`src/rtl/cpuhp_pkg.sv`:
```
package cpuhp_pkg;
  typedef enum logic {SP_MAP = 1'b0, SP_EVT = 1'b1} space_e;
  localparam int GPE_BIT  = 2;
  localparam int EVT_STS  = 0;
  localparam int EVT_EN   = 1;
  localparam int SW_BYTES = 4;
endpackage

```
`src/rtl/cpuhp_presence_map.sv`:
```
module cpuhp_presence_map #(
  parameter int NUM_CPU = 16,
  parameter int ID_W    = 8
) (
  input  logic               clk_i,
  input  logic               rst_ni,
  input  logic               add_i,
  input  logic [ID_W-1:0]    add_id_i,
  output logic [NUM_CPU-1:0] map_o,
  output logic               add_ok_o
);
  localparam logic [ID_W:0] LIMIT = (ID_W+1)'(NUM_CPU);

  assign add_ok_o = add_i && ({1'b0, add_id_i} < LIMIT);

  // boot processor hard-wired present
  assign map_o[0] = 1'b1;

  for (genvar i = 1; i < NUM_CPU; i++) begin : g_bit
    logic bit_q;
    always_ff @(posedge clk_i or negedge rst_ni) begin
      if (!rst_ni) bit_q <= 1'b0;
      else if (add_i && add_id_i == ID_W'(i)) bit_q <= 1'b1;
    end
    assign map_o[i] = bit_q;
  end
endmodule

```
`src/rtl/cpuhp_mode_switch.sv`:
```
module cpuhp_mode_switch #(
  parameter int ADDR_W = 5
) (
  input  logic              clk_i,
  input  logic              rst_ni,
  input  logic              map_wr_i,
  input  logic [ADDR_W-1:0] addr_i,
  input  logic [7:0]        wdata_i,
  output logic              off_o
);
  import cpuhp_pkg::*;
  localparam int LSB = $clog2(SW_BYTES);

  logic hit;
  assign hit = map_wr_i && (addr_i[ADDR_W-1:LSB] == '0) && (wdata_i == 8'h00);

  always_ff @(posedge clk_i or negedge rst_ni) begin
    if (!rst_ni) off_o <= 1'b0;
    else if (hit) off_o <= 1'b1;
  end
endmodule

```
`src/rtl/cpuhp_gpe_flag.sv`:
```
module cpuhp_gpe_flag (
  input  logic clk_i,
  input  logic rst_ni,
  input  logic set_i,
  input  logic clr_i,
  input  logic en_wr_i,
  input  logic en_d_i,
  output logic sts_o,
  output logic en_o,
  output logic sci_o
);
  always_ff @(posedge clk_i or negedge rst_ni) begin
    if (!rst_ni) begin
      sts_o <= 1'b0;
      en_o  <= 1'b0;
    end else begin
      if (set_i)      sts_o <= 1'b1;   // set beats clear
      else if (clr_i) sts_o <= 1'b0;
      if (en_wr_i)    en_o  <= en_d_i;
    end
  end

  assign sci_o = sts_o & en_o;
endmodule

```
`src/rtl/cpuhp_read_mux.sv`:
```
module cpuhp_read_mux #(
  parameter int NUM_CPU   = 16,
  parameter int WIN_BYTES = 32,
  parameter int ADDR_W    = 5
) (
  input  logic               clk_i,
  input  logic               rst_ni,
  input  logic               rd_i,
  input  logic               space_i,
  input  logic [ADDR_W-1:0]  addr_i,
  input  logic [NUM_CPU-1:0] map_i,
  input  logic               off_i,
  input  logic               sts_i,
  input  logic               en_i,
  output logic [7:0]         rdata_o
);
  import cpuhp_pkg::*;
  localparam int WIN_BITS = WIN_BYTES * 8;

  logic [WIN_BITS-1:0] win;
  for (genvar b = 0; b < WIN_BITS; b++) begin : g_win
    if (b < NUM_CPU) begin : g_pop
      assign win[b] = map_i[b];
    end else begin : g_pad
      assign win[b] = 1'b0;
    end
  end

  logic [7:0] map_byte, evt_byte, nxt;

  always_comb begin
    map_byte = off_i ? 8'h00 : win[{addr_i, 3'b000} +: 8];
    evt_byte = '0;
    if (addr_i == ADDR_W'(EVT_STS))     evt_byte[GPE_BIT] = sts_i;
    else if (addr_i == ADDR_W'(EVT_EN)) evt_byte[GPE_BIT] = en_i;
    nxt = (space_i == SP_EVT) ? evt_byte : map_byte;
  end

  always_ff @(posedge clk_i or negedge rst_ni) begin
    if (!rst_ni)   rdata_o <= '0;
    else if (rd_i) rdata_o <= nxt;
  end
endmodule

```
`src/rtl/cpuhp_legacy_map.sv`:
```
module cpuhp_legacy_map #(
  parameter int NUM_CPU   = 16,
  parameter int WIN_BYTES = 32,
  parameter int ID_W      = 8,
  parameter int ADDR_W    = $clog2(WIN_BYTES)
) (
  input  logic              clk_i,
  input  logic              rst_ni,
  input  logic              space_i,
  input  logic [ADDR_W-1:0] addr_i,
  input  logic              rd_i,
  input  logic              wr_i,
  input  logic [7:0]        wdata_i,
  output logic [7:0]        rdata_o,
  input  logic              add_valid_i,
  input  logic [ID_W-1:0]   add_id_i,
  output logic              sci_o,
  output logic              legacy_off_o
);
  import cpuhp_pkg::*;

  logic [NUM_CPU-1:0] map_q;
  logic add_ok, sts, en, map_wr, evt_wr;

  assign map_wr = wr_i && (space_i == SP_MAP);
  assign evt_wr = wr_i && (space_i == SP_EVT);

  cpuhp_presence_map #(.NUM_CPU(NUM_CPU), .ID_W(ID_W)) u_map (
    .clk_i, .rst_ni,
    .add_i    (add_valid_i && !legacy_off_o),
    .add_id_i (add_id_i),
    .map_o    (map_q),
    .add_ok_o (add_ok)
  );

  cpuhp_mode_switch #(.ADDR_W(ADDR_W)) u_sw (
    .clk_i, .rst_ni,
    .map_wr_i (map_wr),
    .addr_i   (addr_i),
    .wdata_i  (wdata_i),
    .off_o    (legacy_off_o)
  );

  cpuhp_gpe_flag u_gpe (
    .clk_i, .rst_ni,
    .set_i   (add_ok),
    .clr_i   (evt_wr && addr_i == ADDR_W'(EVT_STS) && wdata_i[GPE_BIT]),
    .en_wr_i (evt_wr && addr_i == ADDR_W'(EVT_EN)),
    .en_d_i  (wdata_i[GPE_BIT]),
    .sts_o   (sts),
    .en_o    (en),
    .sci_o   (sci_o)
  );

  cpuhp_read_mux #(.NUM_CPU(NUM_CPU), .WIN_BYTES(WIN_BYTES), .ADDR_W(ADDR_W)) u_rd (
    .clk_i, .rst_ni,
    .rd_i    (rd_i),
    .space_i (space_i),
    .addr_i  (addr_i),
    .map_i   (map_q),
    .off_i   (legacy_off_o),
    .sts_i   (sts),
    .en_i    (en),
    .rdata_o (rdata_o)
  );
endmodule

```
`config.mk`:
```
export PLATFORM = sky130hd
export DESIGN_NAME = cpuhp_legacy_map
export DESIGN_NICKNAME = d
export VERILOG_FILES = /design/src/rtl/cpuhp_pkg.sv /design/src/rtl/cpuhp_presence_map.sv /design/src/rtl/cpuhp_mode_switch.sv /design/src/rtl/cpuhp_gpe_flag.sv /design/src/rtl/cpuhp_read_mux.sv /design/src/rtl/cpuhp_legacy_map.sv
export SDC_FILE = /design/constraint.sdc
export NUM_CORES = 1
export LEC_CHECK = 0
export CAP_MARGIN = 10
export CELL_PAD_IN_SITES_DETAIL_PLACEMENT = 1
export CELL_PAD_IN_SITES_GLOBAL_PLACEMENT = 2
export CORE_ASPECT_RATIO = 0.7
export CORE_MARGIN = 8
export CORE_UTILIZATION = 30
export DETAILED_ROUTE_END_ITERATION = 10
export PLACE_DENSITY = 0.9
export SYNTH_ARGS = -nofsm -noshare
export SYNTH_HDL_FRONTEND = slang
export SYNTH_SLANG_ARGS = --single-unit
```
`constraint.sdc`:
```
create_clock -name clk_i -period 3.2 [get_ports clk_i]
set_clock_uncertainty 0.1 [all_clocks]
set_input_delay 0.48 -clock clk_i [delete_from_list [all_inputs] [get_ports clk_i]]
set_output_delay 0.48 -clock clk_i [all_outputs]
set_load 0.01 [all_outputs]
```
After elaboration in Yosys (flattened, before gate mapping)
Cells that the tools add are included.
{"block": "totals", "in_bits": 27, "wordCells": 74, "out_inout_bits": 10, "regBits": 26}
{"block": "classes", "n_eq_ne": 16, "order_cmp": 1, "shifts": 1, "reduce_logical": 29, "bitwise": 2, "muxes": 6}
{"operator": "variable part select 256 x 9 -> 8 bit", "n": 1}
{"operator": "== test 8 x 4 -> 1 bit, second input constant", "n": 8}
{"operator": "== test 8 x 3 -> 1 bit, second input constant", "n": 4}
{"operator": "logical AND 1 bit", "n": 24}
{"operator": "== test 8 x 2 -> 1 bit, second input constant", "n": 2}
{"operator": "two-way mux 8 bit", "n": 2}
{"operator": "== test 8 x 1 -> 1 bit, second input constant", "n": 1}
{"operator": "zero test 8 bit", "n": 1}
{"operator": "< comparator 8 x 5 -> 1 bit, second input constant", "n": 1}
{"operator": "== test 5 x 1 -> 1 bit, second input constant", "n": 1}
{"operator": "zero test 5 bit", "n": 1}
{"operator": "two-way mux 1 bit", "n": 4}
{"operator": "zero test 3 bit", "n": 1}
{"operator": "nonzero test 2 bit", "n": 1}
{"operator": "AND 1 bit", "n": 1}
{"operator": "zero test 1 bit", "n": 1}
{"operator": "NOT 1 bit", "n": 1}

Depth between registers and ports, before layout
{"block": "depth", "word_depth": 5, "depth_mapped": 4, "depth_no_buf": 3}

Hierarchy
Synthesis repeated with hierarchy kept, for this count alone.
{"block": "unflattened", "hier_cells": 110, "area_unflattened_um2": 1366.3}
{"mod": "cpuhp_presence_map", "area_per_inst_um2": 750.7, "cells_per_inst": 60, "instances": 1, "seq_area_each_um2": 375.4}
{"mod": "cpuhp_read_mux", "area_per_inst_um2": 417.9, "cells_per_inst": 32, "instances": 1, "seq_area_each_um2": 200.2}
{"mod": "cpuhp_gpe_flag", "area_per_inst_um2": 82.6, "cells_per_inst": 6, "instances": 1, "seq_area_each_um2": 50.0}
{"mod": "cpuhp_mode_switch", "area_per_inst_um2": 61.3, "cells_per_inst": 5, "instances": 1, "seq_area_each_um2": 25.0}
{"mod": "cpuhp_legacy_map", "area_per_inst_um2": 53.8, "cells_per_inst": 7, "instances": 1, "seq_area_each_um2": 0.0}

Least setup slack after synthesis
No wires, ideal clock.
{"block": "synth_timing", "kind": "input-to-reg", "from": "input port addr_i[0]", "to": "register u_rd.rdata_o[2]", "setup_time_ns": 0.143, "required_ns": 2.957, "arrival_time_ns": 1.213, "slack_ns": 1.744, "n_path_buf": 1, "path_stages": 4, "path_cell_list": "buf_2 > mux2_2 > nand4_1 > o221ai_1"}
{"block": "synth_between", "elab_chain_cells": 4, "elab_cells_between_ends": 7, "cone_classes": "eq/ne (1); shift (1); mux (4); reduce/logical (1)"}
{"item": "from (decl)", "line": "cpuhp_legacy_map.sv:10", "source": "input logic [ADDR_W-1:0] addr_i,"}
{"item": "parallel branches: the longest is 3 deep, another holds variable part select 256 x 9 -> 8 bit"}
{"item": "two-way mux 8 bit (*)", "line": "cpuhp_read_mux.sv:36", "source": "nxt = (space_i == SP_EVT) ? evt_byte : map_byte;"}
{"item": "to (signal assigned)", "line": "cpuhp_read_mux.sv:41", "source": "else if (rd_i) rdata_o <= nxt;"}
{"item": "to (decl)", "line": "cpuhp_read_mux.sv:15", "source": "output logic [7:0] rdata_o"}
Every way passes the cells marked *.
A chain may end at the register's enable or synchronous reset.

Worst setup path in the final report
{"block": "layout_timing", "from": "register u_gpe.sts_o", "to": "output port sci_o"}
{"block": "layout_between", "elab_chain_cells": 1}
{"item": "from (decl)", "line": "cpuhp_gpe_flag.sv:8", "source": "output logic sts_o,"}
{"item": "from (signal assigned)", "line": "cpuhp_gpe_flag.sv:14", "source": "sts_o <= 1'b0;"}
{"item": "from (signal assigned)", "line": "cpuhp_gpe_flag.sv:17", "source": "if (set_i) sts_o <= 1'b1;"}
{"item": "from (signal assigned)", "line": "cpuhp_gpe_flag.sv:18", "source": "else if (clr_i) sts_o <= 1'b0;"}
{"item": "AND 1 bit", "line": "cpuhp_gpe_flag.sv:23", "source": "assign sci_o = sts_o & en_o;"}
{"item": "to (decl)", "line": "cpuhp_legacy_map.sv:17", "source": "output logic sci_o,"}
Every way passes these cells.

==> reports/summary.txt <==
cell type with the highest aggregate area in the netlist -> sky130_fd_sc_hd__dfrtp_1
Warnings, synthesis -> 0
final weighted congestion in routability-driven placement -> 0.778
Post-Syn Area per Cell -> 12.1 sq um
required time at the endpoint of the critical path -> 2620 ps
clock-pin slew on the worst setup and hold paths -> 80 ps
Tot Pwr -> 0.000607 W
number of instances in the synthesized netlist -> 95
largest fanout on the critical path -> 3
main combinational cell family by area after synthesis -> compound AO/OA/AOI/OAI gates
number of pins exceeding their max-slew limit in the final report -> 0
leakage power -> 0.670 nW
area fraction in and, or, nand and nor cells after synthesis -> 0.154
Critical Path Start Type -> register
via count -> 900
Tightest Pin Transition -> 554 ps
fraction of synthesized cell area taken by the top area cell type -> 0.568
area of the die -> 6090 sq um
post-CTS resize count -> 0
fraction of final layout cells with drive strength greater than 1 -> 0.0746
net switching component of the power -> 0.000129 W
TritonCTS buffer count -> 3
number of nets still failing antenna checks after routing -> 0
sequential share of the synthesized area -> 0.568
TritonCTS clock tree -> done
DPL Wire Length -> 2630 um
quantity of I/O buffers inserted on ports -> 36
die outline height -> 67.7 um
Period Utilization, post-route -> 0.608
overall track demand over capacity in global routing -> 0.114
least setup slack across all paths after layout -> 1250 ps
cell area after synthesis -> 1150 sq um
setup repair after global routing missed its margin -> no
Clk Latency, worst-skew pair -> 270 ps
setup slack, reg-to-reg -> 1630 ps
number of clock sinks seen by CTS -> 26
Iteration-0 DRC Markers -> 29
CP Capture Type -> output pin
sequential cell fraction of total power -> 0.548
Post-synth top flop -> sky130_fd_sc_hd__dfrtp_1
switching share of total power -> 0.212
DP Worst Slack -> 1050 ps
detailed-router iteration count before antenna repair -> 4
Syn-to-layout area delta -> 41.5%
xor and xnor fraction of the mapped netlist area -> 0
proportion of synthesized area in mux cells -> 0.0808
worst hold start -> u_map.g_bit[4].bit_q
Period minus WS final -> 1950 ps
worst rel slew slack -> 0.629
share of the synthesized area in compound gates (AO/OA/AOI/OAI) -> 0.159
most common cell in the synthesized netlist -> sky130_fd_sc_hd__dfrtp_1
clock network power share -> 0.344
global-route congestion overflow total -> 0
filler cell count -> 387
average wire per cell in the routed design -> 17.7 um
Internal Power -> 0.000478 W
fraction of power consumed by combinational cells -> 0.108
classification of the worst setup path -> reg -> out
Final Routed Wirelength -> 3260 um
total of flip-flops plus latches after synthesis -> 26
antenna diode count -> 0
number of failing hold endpoints at the final stage -> 0
leading cell types by total area after synthesis -> sky130_fd_sc_hd__dfrtp_1 57%, sky130_fd_sc_hd__o21bai_1 9.8%, sky130_fd_sc_hd__mux2i_1 6.1%
Synth top cells by count -> 26 x sky130_fd_sc_hd__dfrtp_1, 15 x sky130_fd_sc_hd__o21bai_1, 9 x sky130_fd_sc_hd__inv_1
share of async-settable or async-resettable flops after synthesis -> 1.00
number of synthesized flops with an enable pin -> 0
horizontal die dimension -> 89.9 um
final-report setup violation count -> 0
DRC -> 0
Post-CTS Hold Buffers -> 0
core occupancy in the finished layout -> 0.453
number of maximum-capacitance constraint violations -> 0
initial core utilization -> 0.320
Setup TNS -> 0 ps
Tightest Hold Check Type -> reg -> reg
Max VDD drop -> 0.204 mV
start point of the critical path -> u_gpe.sts_o
number of buffers on the longest clock path -> 2
detailed-route vias per instance -> 4.89
Boundary Pins -> 37
critical path data arrival time -> 1370 ps
via count of the first global-routing pass -> 942
buffer cell driving the clock tree root -> sky130_fd_sc_hd__clkbuf_8
first-pass GRT wire length -> 5400 um
reg2reg start -> u_sw.off_o
number of levels the H-tree was split into -> 1
Post-CTS Setup Inserts -> 0
Yosys cell types -> 24
antenna violations before repair -> 0
placement row count -> 18
result of the run -> completed
adder and majority cell fraction of the synthesized area -> 0
ratio of total power to cell area -> 374 nW/um^2
post-layout net count -> 162
pin count of the biggest net entering global routing -> 27
core region area -> 3580 sq um
peak clock frequency supported by timing -> 0.514 GHz
net count after synthesis -> 122
[logic make-up (layout without fill, tap and decap cells)]
family	after synthesis	in the layout
AND/OR/NAND/NOR	24	24
buffers and inverters	11	50
AO/OA/AOI/OAI	25	25
flip-flops	26	26
multiplexers	9	9
[final timing paths]
check / end / cells past startpoint
worst min-delay path: u_map.g_bit[4].bit_q / 1
max in group asynchronous: u_rd.rdata_o[4] / 2
min in group asynchronous: u_map.g_bit[3].bit_q / 2
worst min register to register: u_map.g_bit[4].bit_q / 1
worst max register to register: u_map.g_bit[6].bit_q / 3
worst max-delay path: sci_o / 2
[layout make-up]
type / count / area [sq um] / share of cell area
multi-input cells: 58 / 452 / 0.279
clock buffers: 4 / 55.1 / 0.0340
inverters: 9 / 33.8 / 0.0208
flip-flops and latches: 26 / 651 / 0.401
repair buffers: 37 / 368 / 0.227
well taps: 50 / 62.6 / 0.0386
[flip-flops by register name, summed over array words and instances (netlist names)]
signal,count
u_map.g_bit.bit_q,15
u_rd.rdata_o,8
u_gpe.en_o,1
u_gpe.sts_o,1
u_sw.off_o,1
[cell usage in the layout, fill, tap and decap left out, types with 2 or more instances in the layout]
cell type / Yosys / final
sky130_fd_sc_hd__nand2b_1: 2 / 2
sky130_fd_sc_hd__o21bai_1: 15 / 15
sky130_fd_sc_hd__mux2_2: 2 / 2
sky130_fd_sc_hd__nand4_1: 4 / 4
sky130_fd_sc_hd__clkbuf_8: 0 / 4
sky130_fd_sc_hd__nand4b_1: 3 / 3
sky130_fd_sc_hd__nor2b_1: 3 / 3
sky130_fd_sc_hd__inv_1: 9 / 9
sky130_fd_sc_hd__clkdlybuf4s50_1: 0 / 36
sky130_fd_sc_hd__nor2_1: 3 / 3
sky130_fd_sc_hd__o22ai_1: 7 / 7
sky130_fd_sc_hd__nand3_1: 2 / 2
sky130_fd_sc_hd__dfrtp_1: 26 / 26
sky130_fd_sc_hd__mux2i_1: 7 / 7
[critical path: stages (launching register included)]
cell	delay (ps)
sky130_fd_sc_hd__dfrtp_1	410
sky130_fd_sc_hd__and2_1	150
sky130_fd_sc_hd__clkdlybuf4s50_1	540
[power groups by stage]
stage | Clock, W | Combinational (W) | Sequential (W)
global placement | 0 | 0.0000634 | 0.000339
CTS | 0.000217 | 0.0000668 | 0.000333
global route | 0.000230 | 0.0000717 | 0.000333
finish | 0.000209 | 0.0000657 | 0.000333
floorplan | 0 | 0.0000177 | 0.000338
detailed placement | 0 | 0.0000663 | 0.000339
[through the flow]
stage               hold slack (ps)  instances  area [sq um]
CTS                             386        184          1620
floorplan                      84.4         95          1150
detailed placement              362        180          1570
global route                    400        184          1620
finish                          385        184          1620
global placement                362        180          1570
[routing by layer]
layer | wire length (um) | vias up | share of wire | GRT usage
li1 | - | 423 | - | -
met1 | 1560 | 443 | 0.48 | 0.149
met2 | 1470 | 26 | 0.45 | 0.180
met3 | 179 | 8 | 0.055 | 0.0343
met4 | 46 | 0 | 0.014 | 0.0289
met5 | 0 | - | 0 | 0
No activity file was read; power rests on OpenSTA's default activity.
